==> src/rtl/hwr_pkg.sv <==
package hwr_pkg;

    localparam int NUM_HWR  = 6;
    localparam int CPUNUM_W = 10;
    localparam int CYC_W    = 32;

    typedef enum logic [2:0] {
        HWR_CPUNUM = 3'd0,
        HWR_STEP   = 3'd1,
        HWR_CYCLE  = 3'd2,
        HWR_CYCRES = 3'd3,
        HWR_PERF0  = 3'd4,
        HWR_CFGBIT = 3'd5
    } hwr_sel_e;

    typedef struct packed {
        logic ok;
        logic trap;
    } hwr_verdict_t;

endpackage

==> src/rtl/hwr_access_check.sv <==
module hwr_access_check
    import hwr_pkg::*;
#(
    parameter int IDX_W = 5,
    localparam int MASK_W = 1 << IDX_W
) (
    input  logic              req_valid,
    input  logic [IDX_W-1:0]  req_idx,
    input  logic              priv_mode,
    input  logic [MASK_W-1:0] enable_mask,
    output hwr_verdict_t      verdict
);

    logic in_range;
    logic permitted;

    always_comb begin
        in_range  = (int'(req_idx) < NUM_HWR);
        permitted = priv_mode | enable_mask[req_idx];
        verdict.ok   = req_valid & in_range & permitted;
        verdict.trap = req_valid & ~(in_range & permitted);
    end

endmodule

==> src/rtl/hwr_value_mux.sv <==
module hwr_value_mux
    import hwr_pkg::*;
#(
    parameter int DATA_W = 64,
    parameter int IDX_W  = 5
) (
    input  logic [IDX_W-1:0]  req_idx,
    input  logic [DATA_W-1:0] src_ebase,
    input  logic [DATA_W-1:0] src_sync_step,
    input  logic [CYC_W-1:0]  src_cycle,
    input  logic [DATA_W-1:0] src_cyc_res,
    input  logic [DATA_W-1:0] src_perf0,
    input  logic              src_cfg_bit,
    output logic [DATA_W-1:0] value
);

    localparam int EXT_W = DATA_W - CYC_W;

    hwr_sel_e sel;
    logic [DATA_W-1:0] cpunum_ext;
    logic [DATA_W-1:0] cycle_ext;
    logic [DATA_W-1:0] cfg_ext;

    generate
        if (EXT_W > 0) begin : g_wide
            assign cycle_ext = {{EXT_W{src_cycle[CYC_W-1]}}, src_cycle};
        end else begin : g_narrow
            assign cycle_ext = src_cycle[DATA_W-1:0];
        end
    endgenerate

    always_comb begin
        cpunum_ext = '0;
        cpunum_ext[CPUNUM_W-1:0] = src_ebase[CPUNUM_W-1:0];
        cfg_ext = '0;
        cfg_ext[0] = src_cfg_bit;
        sel = hwr_sel_e'(req_idx[2:0]);
        case (sel)
            HWR_CPUNUM: value = cpunum_ext;
            HWR_STEP:   value = src_sync_step;
            HWR_CYCLE:  value = cycle_ext;
            HWR_CYCRES: value = src_cyc_res;
            HWR_PERF0:  value = src_perf0;
            HWR_CFGBIT: value = cfg_ext;
            default:    value = '0;
        endcase
    end

endmodule

==> src/rtl/hwr_resp_reg.sv <==
module hwr_resp_reg
    import hwr_pkg::*;
#(
    parameter int DATA_W = 64
) (
    input  logic              clk,
    input  logic              rst,
    input  hwr_verdict_t      verdict,
    input  logic [DATA_W-1:0] value,
    output logic              rsp_ok,
    output logic              rsp_trap,
    output logic [DATA_W-1:0] rsp_data
);

    always_ff @(posedge clk) begin
        if (rst) begin
            rsp_ok   <= 1'b0;
            rsp_trap <= 1'b0;
            rsp_data <= '0;
        end else begin
            rsp_ok   <= verdict.ok;
            rsp_trap <= verdict.trap;
            rsp_data <= verdict.ok ? value : '0;
        end
    end

endmodule

==> src/rtl/hwreg_read_gate.sv <==
module hwreg_read_gate
    import hwr_pkg::*;
#(
    parameter int DATA_W = 64,
    parameter int IDX_W  = 5,
    localparam int MASK_W = 1 << IDX_W
) (
    input  logic              clk,
    input  logic              rst,
    input  logic              req_valid,
    input  logic [IDX_W-1:0]  req_idx,
    input  logic              priv_mode,
    input  logic [MASK_W-1:0] enable_mask,
    input  logic [DATA_W-1:0] src_ebase,
    input  logic [DATA_W-1:0] src_sync_step,
    input  logic [CYC_W-1:0]  src_cycle,
    input  logic [DATA_W-1:0] src_cyc_res,
    input  logic [DATA_W-1:0] src_perf0,
    input  logic              src_cfg_bit,
    output logic              rsp_ok,
    output logic              rsp_trap,
    output logic [DATA_W-1:0] rsp_data
);

    hwr_verdict_t      verdict;
    logic [DATA_W-1:0] value;

    hwr_access_check #(.IDX_W(IDX_W)) u_check (
        .req_valid   (req_valid),
        .req_idx     (req_idx),
        .priv_mode   (priv_mode),
        .enable_mask (enable_mask),
        .verdict     (verdict)
    );

    hwr_value_mux #(.DATA_W(DATA_W), .IDX_W(IDX_W)) u_mux (
        .req_idx       (req_idx),
        .src_ebase     (src_ebase),
        .src_sync_step (src_sync_step),
        .src_cycle     (src_cycle),
        .src_cyc_res   (src_cyc_res),
        .src_perf0     (src_perf0),
        .src_cfg_bit   (src_cfg_bit),
        .value         (value)
    );

    hwr_resp_reg #(.DATA_W(DATA_W)) u_resp (
        .clk      (clk),
        .rst      (rst),
        .verdict  (verdict),
        .value    (value),
        .rsp_ok   (rsp_ok),
        .rsp_trap (rsp_trap),
        .rsp_data (rsp_data)
    );

endmodule

==> config.mk <==
export PLATFORM = sky130hd
export DESIGN_NAME = hwreg_read_gate
export DESIGN_NICKNAME = d
export VERILOG_FILES = /design/src/rtl/hwr_pkg.sv /design/src/rtl/hwr_access_check.sv /design/src/rtl/hwr_value_mux.sv /design/src/rtl/hwr_resp_reg.sv /design/src/rtl/hwreg_read_gate.sv
export SDC_FILE = /design/constraint.sdc
export NUM_CORES = 1
export LEC_CHECK = 0
export ABC_AREA = 1
export BUFFER_PORTS_ARGS = -buffer_cell sky130_fd_sc_hd__buf_2
export CAP_MARGIN = 25
export CORE_AREA = 2 2 152 154
export CTS_CLUSTER_SIZE = 12
export DETAILED_ROUTE_END_ITERATION = 8
export DIE_AREA = 0 0 154 156
export SLEW_MARGIN = 30
export SYNTH_ARGS = -nofsm -noshare
export SYNTH_HDL_FRONTEND = slang
export SYNTH_SLANG_ARGS = --single-unit
==> constraint.sdc <==
create_clock -name clk -period 1.4 [get_ports clk]
set_input_delay 0.28 -clock clk [delete_from_list [all_inputs] [get_ports clk]]
set_output_delay 0.28 -clock clk [all_outputs]
set_load 0.02 [all_outputs]
==> reports/metrics.cfg <==
[run_status]
status=finished clean

[global_route]
grt_max_degree=36
grt_pass1_vias=4341
grt_overflow=0
antenna_found_initial=2
grt_pass1_wl_um=22900
track_usage_pct=12.4

[final_layout]
multi_input_area_mm2=0.00193
final_cell_mix=buf_2, nand2_1, nor2_1
area_growth_pct=68.6
post_layout_nonfiller_instances=1185
fin_nets=1223
drive_above_1_share_pct=46.3
fill_cells=2495
regArea_mm2=0.00132
final_common_cell=buf_2
final_cell_area_mm2=0.00606

[route]
firstDrtPassIters=7
antenna_left=0
vias_per_cell=3.96
detail_route.wl_per_cell_um=13.1
dr_total_vias=4695
drcViolationCount=0
initialDrtViolationCount=312
totalWireLength_um=15500

[sta]
hold_violations=0
relSlewSlack_pct=78.8
period_minus_slack_ns=1.26
finalCritPeriodShare_pct=89.9
worst_slew_pin_slew_ns=0.319
setup_ws_ns=0.141
drv_slew=0
final-setup-viol-count=0
rsz0062_at_grt=true
setup_tns_ns=0
clock.fmax_ghz=0.794

[clocking]
cts-root-buf=clkbuf_16
cts.path.max_buffers=2
clk_pin_slew_worst_paths_ns=0.07
cts_tree=yes
cts_buffers=9
ctsHtreeMaxLevel=3
clock_sinks=66

[synthesis]
synth_seq_cells=66
synth.distinct_cells=21
synthAdderAreaFrac_pct=0
synth_top_family_by_area=simple AND/OR/NAND/NOR gates
synthSimpleGateAreaFrac_pct=43.5
syn_area_mm2=0.00359
syn-num-nets=890
synth_cells=560
synth_mux_area_share_pct=0
synthXorXnorAreaFrac_pct=0
yosysWarnings=0
synth_compound_area_share_pct=9.99
yosysSeqAreaShare_pct=36.8
syn-mean-instance-area_um2=6.42

[placed_design]
place_ws_ns=-0.286
place_area_mm2=0.00572
place_hpwl_um=12500
gp_congestion=0.828
io_buffers=317
placed_cells=1166

[floorplan]
dieArea_mm2=0.0240
start_util_pct=16.1
coreArea_mm2=0.0224
die_w_um=154
rows=55
die_h_um=156
io_pins=396

[power_and_ir_drop]
powerDensity_mw_per_mm2=891
total_leakage_power_uw=0.00334
max-vdd-ir-drop_uv=392
finalPower_uw=5400

[worst_setup_path]
cp-end-kind=register
arrival_ns=1.53
crit_type=input port to register
start_kind=input port
critPathMaxFanout=27
required_ns=1.67

[run]
drv_cap=0

[worst_hold_path]
worst_hold_path_type=input port to register
holdPathStages=3

[layer usage]
layer | share of wire [%] | up-vias | track usage (%)
met5 | 0 | - | 0
li1 | - | 2414 | -
met1 | 42 | 2048 | 14.1
met4 | 1.8 | 0 | 3.87
met2 | 48 | 214 | 22.0
met3 | 8.1 | 19 | 4.22
[synth_stat cells]
| cell | number | area [um^2] |
|---|---|---|
| nand2_1 | 199 | 747 |
| nor2_1 | 82 | 308 |
| dfxtp_1 | 66 | 1320 |
| a21oi_1 | 39 | 195 |
| nand3_1 | 36 | 180 |
| inv_1 | 30 | 113 |
| o21ai_0 | 28 | 140 |
| buf_2 | 15 | 75.1 |
| nor2_2 | 13 | 81.3 |
| nand2_2 | 10 | 62.6 |
| nand3_2 | 10 | 100 |
| buf_6 | 9 | 101 |
| inv_2 | 7 | 26.3 |
| nor2_4 | 6 | 67.6 |
| buf_4 | 3 | 22.5 |
| clkbuf_1 | 2 | 7.51 |
| a21boi_0 | 1 | 7.51 |
| a22o_1 | 1 | 8.76 |
| inv_4 | 1 | 6.26 |
| nor3_4 | 1 | 16.3 |
| o211ai_1 | 1 | 7.51 |
[worst max-delay path: stages]
cell	delay, ns
buf_2	0.11
nor2_1	0.25
o21ai_0	0.16
buf_4	0.15
inv_1	0.09
nand3_4	0.16
buf_12	0.20
nor2_1	0.11
[state kept, by name (all words and copies together), names as in the netlist]
| name | count |
|---|---|
| u_resp.rsp_ok | 1 |
| u_resp.rsp_trap | 1 |
| u_resp.rsp_data | 64 |
[where the power goes]
group	total [uW]	switching, uW	internal [uW]
Combinational	925	463	462
Clock	2580	968	1610
Sequential	1900	4.04	1890
[kinds of logic (layout without fill, tap and decap cells)]
kind of cell           after synthesis  count (layout)
and+or+nand+nor                    357             357
AOI/OAI and AO/OA                   70              70
buffers and inverters               67             405
DFF                                 66              66
other                                0               2
[timing repair]
action | CTS | global route
gates resized for setup | 0 | 1
buffers inserted | 0 | 1
hold buffers | 0 | 0
setup endpoints to repair | 0 | 6
[path summary, 6_finish.rpt]
path                              start                              to  slack, ns
worst max-delay path         req_idx[4]  u_resp.rsp_data[45]$_SDFF_PP0_       0.14
worst min-delay path  src_sync_step[35]  u_resp.rsp_data[35]$_SDFF_PP0_       0.18
[through the flow]
step | hold WS, ns | utilization (%)
floorplan | 0.431 | -
global placement | 0.519 | 25.6
detailed placement | 0.526 | 25.6
CTS | 0.167 | 27.0
global route | 0.174 | 27.1
finish | 0.177 | 27.1
[final cells by class]
class | instances | share of cell area [%]
antenna | 2 | 0.0826
clock buffer | 10 | 3.94
clock inverter | 6 | 1.49
inverter | 38 | 2.39
multi-input combinational | 427 | 31.9
sequential | 66 | 21.8
tap | 285 | 5.88
timing repair buffer | 351 | 32.5
Note: power is estimated with default switching activity, not from simulation.
